## src/rtl/pcie_link_bringup.sv

```systemverilog
module pcie_link_bringup #(
  parameter int CYC_PER_US = 100,
  parameter int PWR_US     = 20000,
  parameter int SETTLE_US  = 50000,
  parameter int PERST_US   = 20000,
  parameter int POLL_US    = 10,
  parameter int OVR_US     = 3000,
  parameter int MAX_POLLS  = 4000,
  parameter logic [3:0] DEF_SPEED = 4'd2
) (
  input  logic       clk,
  input  logic       rst_n,
  input  logic       start,
  input  logic       link_up_i,
  input  logic       in_train_i,
  input  logic [5:0] ltssm_i,
  input  logic       rx_valid_i,
  output logic       ep_pwr_o,
  output logic       refclk_en_o,
  output logic       core_rst_o,
  output logic       phy_rst_o,
  output logic       perst_n_o,
  output logic       ltssm_en_o,
  output logic [3:0] max_speed_o,
  output logic       rx_data_ovr_o,
  output logic       rx_pll_ovr_o,
  output logic       busy_o,
  output logic       done_o,
  output logic       err_o
);
  function automatic int max_us();
    int m;
    m = PWR_US;
    if (SETTLE_US > m) m = SETTLE_US;
    if (PERST_US > m) m = PERST_US;
    if (POLL_US > m) m = POLL_US;
    if (OVR_US > m) m = OVR_US;
    return m;
  endfunction

  localparam int CW  = $clog2(CYC_PER_US * max_us() + 1);
  localparam int PCW = $clog2(MAX_POLLS + 1);
  localparam logic [CW-1:0] L_PWR    = CW'(CYC_PER_US * PWR_US - 1);
  localparam logic [CW-1:0] L_SETTLE = CW'(CYC_PER_US * SETTLE_US - 1);
  localparam logic [CW-1:0] L_PERST  = CW'(CYC_PER_US * PERST_US - 1);
  localparam logic [CW-1:0] L_POLL   = CW'(CYC_PER_US * POLL_US - 1);
  localparam logic [CW-1:0] L_OVR    = CW'(CYC_PER_US * OVR_US - 1);
  localparam logic [PCW-1:0] LAST_POLL = PCW'(MAX_POLLS - 1);

  typedef enum logic [3:0] {
    S_IDLE, S_PWR_LO, S_PWR_HI, S_SETTLE, S_PERST_LO, S_PERST_HI,
    S_ENA, S_POLL, S_OVR, S_UP, S_FAIL
  } state_t;

  state_t         state;
  logic [CW-1:0]  cnt;
  logic [PCW-1:0] polls;

  wire expired = (cnt == '0);
  wire link_ok = link_up_i && !in_train_i;
  wire stuck   = !rx_valid_i && (ltssm_i == 6'h0D);

  always_ff @(posedge clk or negedge rst_n) begin
    if (!rst_n) begin
      state <= S_IDLE;
      cnt   <= '0;
      polls <= '0;
    end else begin
      case (state)
        S_IDLE, S_UP, S_FAIL:
          if (start) begin
            state <= S_PWR_LO;
            cnt   <= L_PWR;
            polls <= '0;
          end
        S_PWR_LO:
          if (expired) begin state <= S_PWR_HI; cnt <= L_PWR; end
          else cnt <= cnt - 1'b1;
        S_PWR_HI:
          if (expired) begin state <= S_SETTLE; cnt <= L_SETTLE; end
          else cnt <= cnt - 1'b1;
        S_SETTLE:
          if (expired) begin state <= S_PERST_LO; cnt <= L_PERST; end
          else cnt <= cnt - 1'b1;
        S_PERST_LO:
          if (expired) begin state <= S_PERST_HI; cnt <= L_PERST; end
          else cnt <= cnt - 1'b1;
        S_PERST_HI:
          if (expired) state <= S_ENA;
          else cnt <= cnt - 1'b1;
        S_ENA: begin
          state <= S_POLL;
          cnt   <= L_POLL;
        end
        S_POLL:
          if (!expired) cnt <= cnt - 1'b1;
          else begin
            polls <= polls + 1'b1;
            if (link_ok) state <= S_UP;
            else if (polls == LAST_POLL) state <= S_FAIL;
            else if (stuck) begin state <= S_OVR; cnt <= L_OVR; end
            else cnt <= L_POLL;
          end
        S_OVR:
          if (expired) begin state <= S_POLL; cnt <= L_POLL; end
          else cnt <= cnt - 1'b1;
        default: state <= S_IDLE;
      endcase
    end
  end

  assign ep_pwr_o      = (state >= S_PWR_HI);
  assign refclk_en_o   = (state >= S_SETTLE);
  assign core_rst_o    = (state <  S_SETTLE);
  assign phy_rst_o     = (state <  S_PERST_LO);
  assign perst_n_o     = (state >= S_PERST_HI);
  assign ltssm_en_o    = (state >= S_POLL);
  assign max_speed_o   = (state >= S_ENA) ? 4'd1 : DEF_SPEED;
  assign rx_data_ovr_o = (state == S_OVR);
  assign rx_pll_ovr_o  = (state == S_OVR);
  assign busy_o        = (state != S_IDLE) && (state != S_UP) && (state != S_FAIL);
  assign done_o        = (state == S_UP) || (state == S_FAIL);
  assign err_o         = (state == S_FAIL);

  AST_PERST_AFTER_CLOCK: assert property (@(posedge clk) disable iff (!rst_n)
    $rose(perst_n_o) |-> ep_pwr_o && refclk_en_o && !phy_rst_o && !core_rst_o);
  AST_GEN1_BEFORE_TRAIN: assert property (@(posedge clk) disable iff (!rst_n)
    $rose(ltssm_en_o) |-> $past(max_speed_o) == 4'd1);
  AST_UP_NEEDS_LINK: assert property (@(posedge clk) disable iff (!rst_n)
    $rose(done_o) && !err_o |-> $past(link_up_i && !in_train_i));
  AST_POLL_BOUND: assert property (@(posedge clk) disable iff (!rst_n)
    polls <= PCW'(MAX_POLLS));
  AST_OVR_ON_STUCK: assert property (@(posedge clk) disable iff (!rst_n)
    $rose(rx_data_ovr_o) |-> $past(!rx_valid_i && ltssm_i == 6'h0D));
  AST_DONE_HOLDS: assert property (@(posedge clk) disable iff (!rst_n)
    done_o && !start |=> done_o && $stable(err_o));
endmodule

```

## config.mk

```make
export PLATFORM = sky130hd
export DESIGN_NAME = pcie_link_bringup
export DESIGN_NICKNAME = d
export VERILOG_FILES = /design/src/rtl/pcie_link_bringup.sv
export SDC_FILE = /design/constraint.sdc
export NUM_CORES = 1
export LEC_CHECK = 0
export ABC_AREA = 1
export BUFFER_PORTS_ARGS = -buffer_cell sky130_fd_sc_hd__buf_2
export CAP_MARGIN = 0
export CORE_ASPECT_RATIO = 0.8
export CORE_MARGIN = 1.5
export CORE_UTILIZATION = 60
export CTS_CLUSTER_DIAMETER = 200
export DETAILED_ROUTE_END_ITERATION = 6
export PLACE_DENSITY = 0.89
export SYNTH_ARGS = -nofsm -noshare
export SYNTH_HDL_FRONTEND = slang
export SYNTH_SLANG_ARGS = --single-unit
```

## constraint.sdc

```tcl
create_clock -name clk -period 2.3 [get_ports clk]
set_input_delay 0.115 -clock clk [delete_from_list [all_inputs] [get_ports clk]]
set_output_delay 0.115 -clock clk [all_outputs]
set_load 0.05 [all_outputs]
```

* After elaboration in Yosys (flattened, before gate mapping)
Index checks and enable logic that the tools add are counted.
** Word-level totals
- Output and inout port bits :: 15
- Bits in registers :: 39
** Operators by class
- Muxes and demuxes :: 26
- Reduce and logical (&&, ||, !) cells :: 17
- $add $sub $neg :: 2
- Eq/ne operators :: 26
- Order comparisons :: 7
** Operator list (count)
- $mux 23 :: 8
- $pmux 23 s7 :: 1
- $mux 4 :: 11
- $pmux 4 s9 :: 1
- $mux 12 :: 2
- $pmux 12 s2 :: 1
- $logic_not 23->1 :: 1
- $sub 23x1->23 const B :: 1
- $mux 19 :: 1
- $eq 4x3->1 const B :: 4
- $ne 2x2->1 const B :: 8
- $add 12x1->12 const B :: 1
- $eq 12x12->1 const B :: 1
- $eq 4x4->1 const B :: 3
- $ge 4x3->1 const B :: 3
- $ne 4x4->1 const B :: 3
- $reduce_and 9->1 :: 1
- $eq 4x2->1 const B :: 2
- $ge 4x2->1 const B :: 2
- $reduce_bool 7->1 :: 1
- $eq 6x4->1 const B :: 1
- $ne 3x3->1 const B :: 2
- $reduce_or 3->1 :: 2
- $reduce_and 5->1 :: 1
- other kinds (12) :: 16

* Longest topological paths before layout
- Depth in word-level cells :: 7
- Mapped depth :: 12

* Least setup slack after synthesis
OpenSTA, ideal clock, no wires.
- Path kind :: register to output
- From :: register state[1]
- To :: output port perst_n_o
- Cell stages (with the launch flop) :: 5
- Arrival :: 3070 ps
- Path slack :: -885 ps
- Required time :: 2185 ps
- Path buffers :: 0
- Path through :: dfrtp_1 > inv_2 > o21ai_0 > inv_1 > o21ai_0
** Between the ends
- Word-level cells in the longest chain between the ends :: 1
** RTL lines
- start, declared :: RTL line 55 : state_t state;
- start signal, assigned :: RTL line 65 : state <= S_IDLE;
- start signal, assigned :: RTL line 72 : state <= S_PWR_LO;
- start signal, assigned :: RTL line 77 : if (expired) begin state <= S_PWR_HI; cnt <= L_PWR; end
- $ge 4x3->1 :: RTL line 116 : assign perst_n_o = (state >= S_PERST_HI);
- end, declared :: RTL line 22 : output logic perst_n_o,
Every way passes these cells.

* Worst setup path after layout
- From :: register cnt[0]
- To :: register cnt[2]
** Between the ends
- Word-level cells in the longest chain between the ends :: 3
- Elaborated cells between the ends (all ways) :: 12
** RTL lines
- start, declared :: RTL line 56 : logic [CW-1:0] cnt;
- start signal, assigned :: RTL line 78 : else cnt <= cnt - 1'b1;
- start signal, assigned :: RTL line 81 : else cnt <= cnt - 1'b1;
- start signal, assigned :: RTL line 84 : else cnt <= cnt - 1'b1;
- $sub 23x1->23 or $logic_not 23->1 (tied branches)
- $mux 23 (tied with other cells) :: RTL line 105 : if (expired) begin state <= S_POLL; cnt <= L_POLL; end
- $pmux 23 s7 or $reduce_and 5->1 (tied branches)
Parallel ways exist; a longest one is shown, timed or not. The select of a mux whose other input is x is not followed.
A chain may end at the register's enable or synchronous reset.

==> flow_summary.toml <==
[status]
status = "finished clean"

[timing]
fin_crit_ns = 2.18
hold_violations = 0
tns_ns = 0
period_share_pct = 95.0
fin_skew_ns = 0.00439
worst_pin_slew_ns = 0.876
max_freq_mhz = 458
setup_violations = 0
finalMaxSlewViolations = 0
maxSlewHeadroom_pct = 41.6
fin_hold_ws_ns = 0.331
rsz0062_at_grt = "false"

[layout]
fin_nets = 504
drive_above_1_share_pct = 16.7
diodes = 0
postLayoutCoreUtil_pct = 70.7
layout_common_cells = "nand2_1 (143), nor2_1 (55), inv_1 (45), dfrtp_1 (39), nand3_1 (34)"
final_cells = 551
finalInstanceArea_mm2 = 0.00333
syn2layout_area_growth_pct = 10.0
final_common_cell = "nand2_1"

[setup_path]
worst-setup-path-type = "reg2reg"
cp.arrival_ns = 2.37
timing.rr.end = "cnt[2]"
end_kind = "flop"
cp.required_ns = 2.49
worstReg2RegStart = "cnt[0]"
r2r_slack_ns = 0.12
crit_start = "cnt[0]"
worst-path-max-fanout = 19
cp-start-kind = "flop"
worstRegToRegCells = 11

[clock_network]
clock-sinks = 39
insertion_delay_ns = 0.30
clk_path_buf_depth = 2
cts-root-buf = "clkbuf_8"
cts-htree-levels = 2
cts_tree = "done"
path_clk_slew_ns = 0.08
cts_buffers = 5

[detailed_routing]
vias = 3183
routed.top_layer = "met4"
wire_per_inst_um = 14.3
wl_met1_mm = 3.48
wl_met3_um = 847
met2WireLength_mm = 3.35
via_per_inst = 5.78
drt-initial-drc-count = 287
drc = 0
drtPass1Iterations = 6
drt-total-wl_mm = 7.90
detail-route-antenna-nets = 0

[pwr]
peakVddDrop_mv = 0.339
powerDensity_mw_per_mm2 = 360
power_leakage_nw = 1.75

[worst_hold_path]
min_to = "state[1]"
holdPathStages = 5
hp-class = "in2reg"
min_from = "in_train_i"

[logic_synthesis]
netlist_instances = 459
synth_area_leaders = "dfrtp_1 (32%), nand2_1 (18%), nor2_1 (6.9%)"
synth_compound_area_share_pct = 10.3
async_flop_share_pct = 100
synth_xor_area_share_pct = 5.21
syn_area_mm2 = 0.00303
ys_warn_count = 0
synth_edf_count = 0
synthSimpleGateAreaFrac_pct = 42.6
synth_cell_type_count = 33
synth_flop_cell = "dfrtp_1"
yosys.area.top_type_share_pct = 32.3
synth_top_family_by_area = "simple AND/OR/NAND/NOR gates"
ys_seq_area_share_pct = 32.3
synthMuxAreaShare_pct = 0
synth_fa_ha_area_share_pct = 0.827
ys_seq_elements = 39
synth_area_per_cell_um2 = 6.59
synth.largest_area_cell = "dfrtp_1"

[floorplanning]
die_y_um = 66.5
die-area_mm2 = 0.00548
start_util_pct = 64.3
die_x_um = 82.4
coreArea_mm2 = 0.00471
rows = 22
ioPinCount = 27

[placement]
gp_congestion = 0.950
dp_hpwl_mm = 5.85
post-place-cells = 542
dpl-instance-area_mm2 = 0.00322
numPortBuffers = 24

[grt]
grt_max_degree = 40
grt_pass1_vias = 2824
grt_usage_pct = 31.3
antenna_found_initial = 0
overflow = 0
grt_pass1_wl_mm = 12.9

[job]
drv_cap = 0
-- report_power, final --
part,switching (mW),internal (mW)
clock network,0.267,0.211
logic,0.0268,0.00924
registers,0,0.685
total,0.294,0.905
-- kinds of logic (layout without fill, tap and decap cells) --
logic type      Yosys count  after routing
simple gates            281            281
buf+inv                  62             93
compound gates           56             56
flops                    39             39
xor+xnor                 18             18
fa+ha+maj                 2              2
other cells               1              2
-- cell usage after synthesis (all sizes together), types with 2 or more instances --
| library cell | instances |
|---|---|
| buf | 8 |
| nand4 | 9 |
| xor2 | 15 |
| dfrtp | 39 |
| nand2 | 153 |
| nor2 | 71 |
| o21ai | 32 |
| or2 | 2 |
| nand3 | 38 |
| inv | 54 |
| a21oi | 15 |
| xnor2 | 3 |
| ha | 2 |
| o31ai | 7 |
| nor3 | 7 |
-- layout make-up --
cell class,instances,area (um2)
fill,377,1380
timing repair buffer,31,175
tap,60,75.1
inverter,54,205
sequential,39,976
clock buffer,5,68.8
multi-input combinational,359,1810
clock inverter,3,20.0
-- routing by layer --
layer | vias up | track usage [%]
met2 | 206 | 47.5
met1 | 1429 | 43.2
met5 | - | 0
met4 | 0 | 11.0
li1 | 1512 | -
met3 | 36 | 7.40
-- registers in the layout (all words and copies together) (netlist names) --
register / count
state: 4
polls: 12
cnt: 23
-- worst max path at each step --
stage / endpoint / cells past startpoint / slack, ns
after floorplan: polls[4] / 10 / 0.08
after global placement: polls[4] / 10 / 0.30
after detailed placement: polls[4] / 10 / 0.16
after CTS: cnt[2] / 11 / 0.13
after global routing: cnt[22] / 11 / 0.03
final: cnt[2] / 11 / 0.12
-- worst max-delay path: stages, from the launching register on --
cell,delay [ns]
dfrtp_1,0.42
inv_1,0.14
ha_1,0.22
nand2_2,0.13
nor2_8,0.20
nand2_4,0.10
nor2_8,0.15
nand3_2,0.16
nand2_8,0.19
inv_4,0.13
nor2_1,0.16
a21oi_1,0.06
-- repair_timing --
item / CTS / global route
buffers inserted: 0 / 0
endpoints found under the setup margin: 0 / 7
gates resized for setup: 0 / 2
endpoints found under the hold margin: 39 / 0
hold buffers: 1 / 0
-- stage by stage --
stage          setup WS, ns  total power, mW
2_1_floorplan        0.0778            0.713
3_3_place_gp          0.304            0.733
3_5_place_dp          0.156            0.734
4_1_cts               0.134             1.20
5_1_grt              0.0334             1.23
6_report              0.115             1.20
Note: power is estimated with default switching activity, not from simulation.
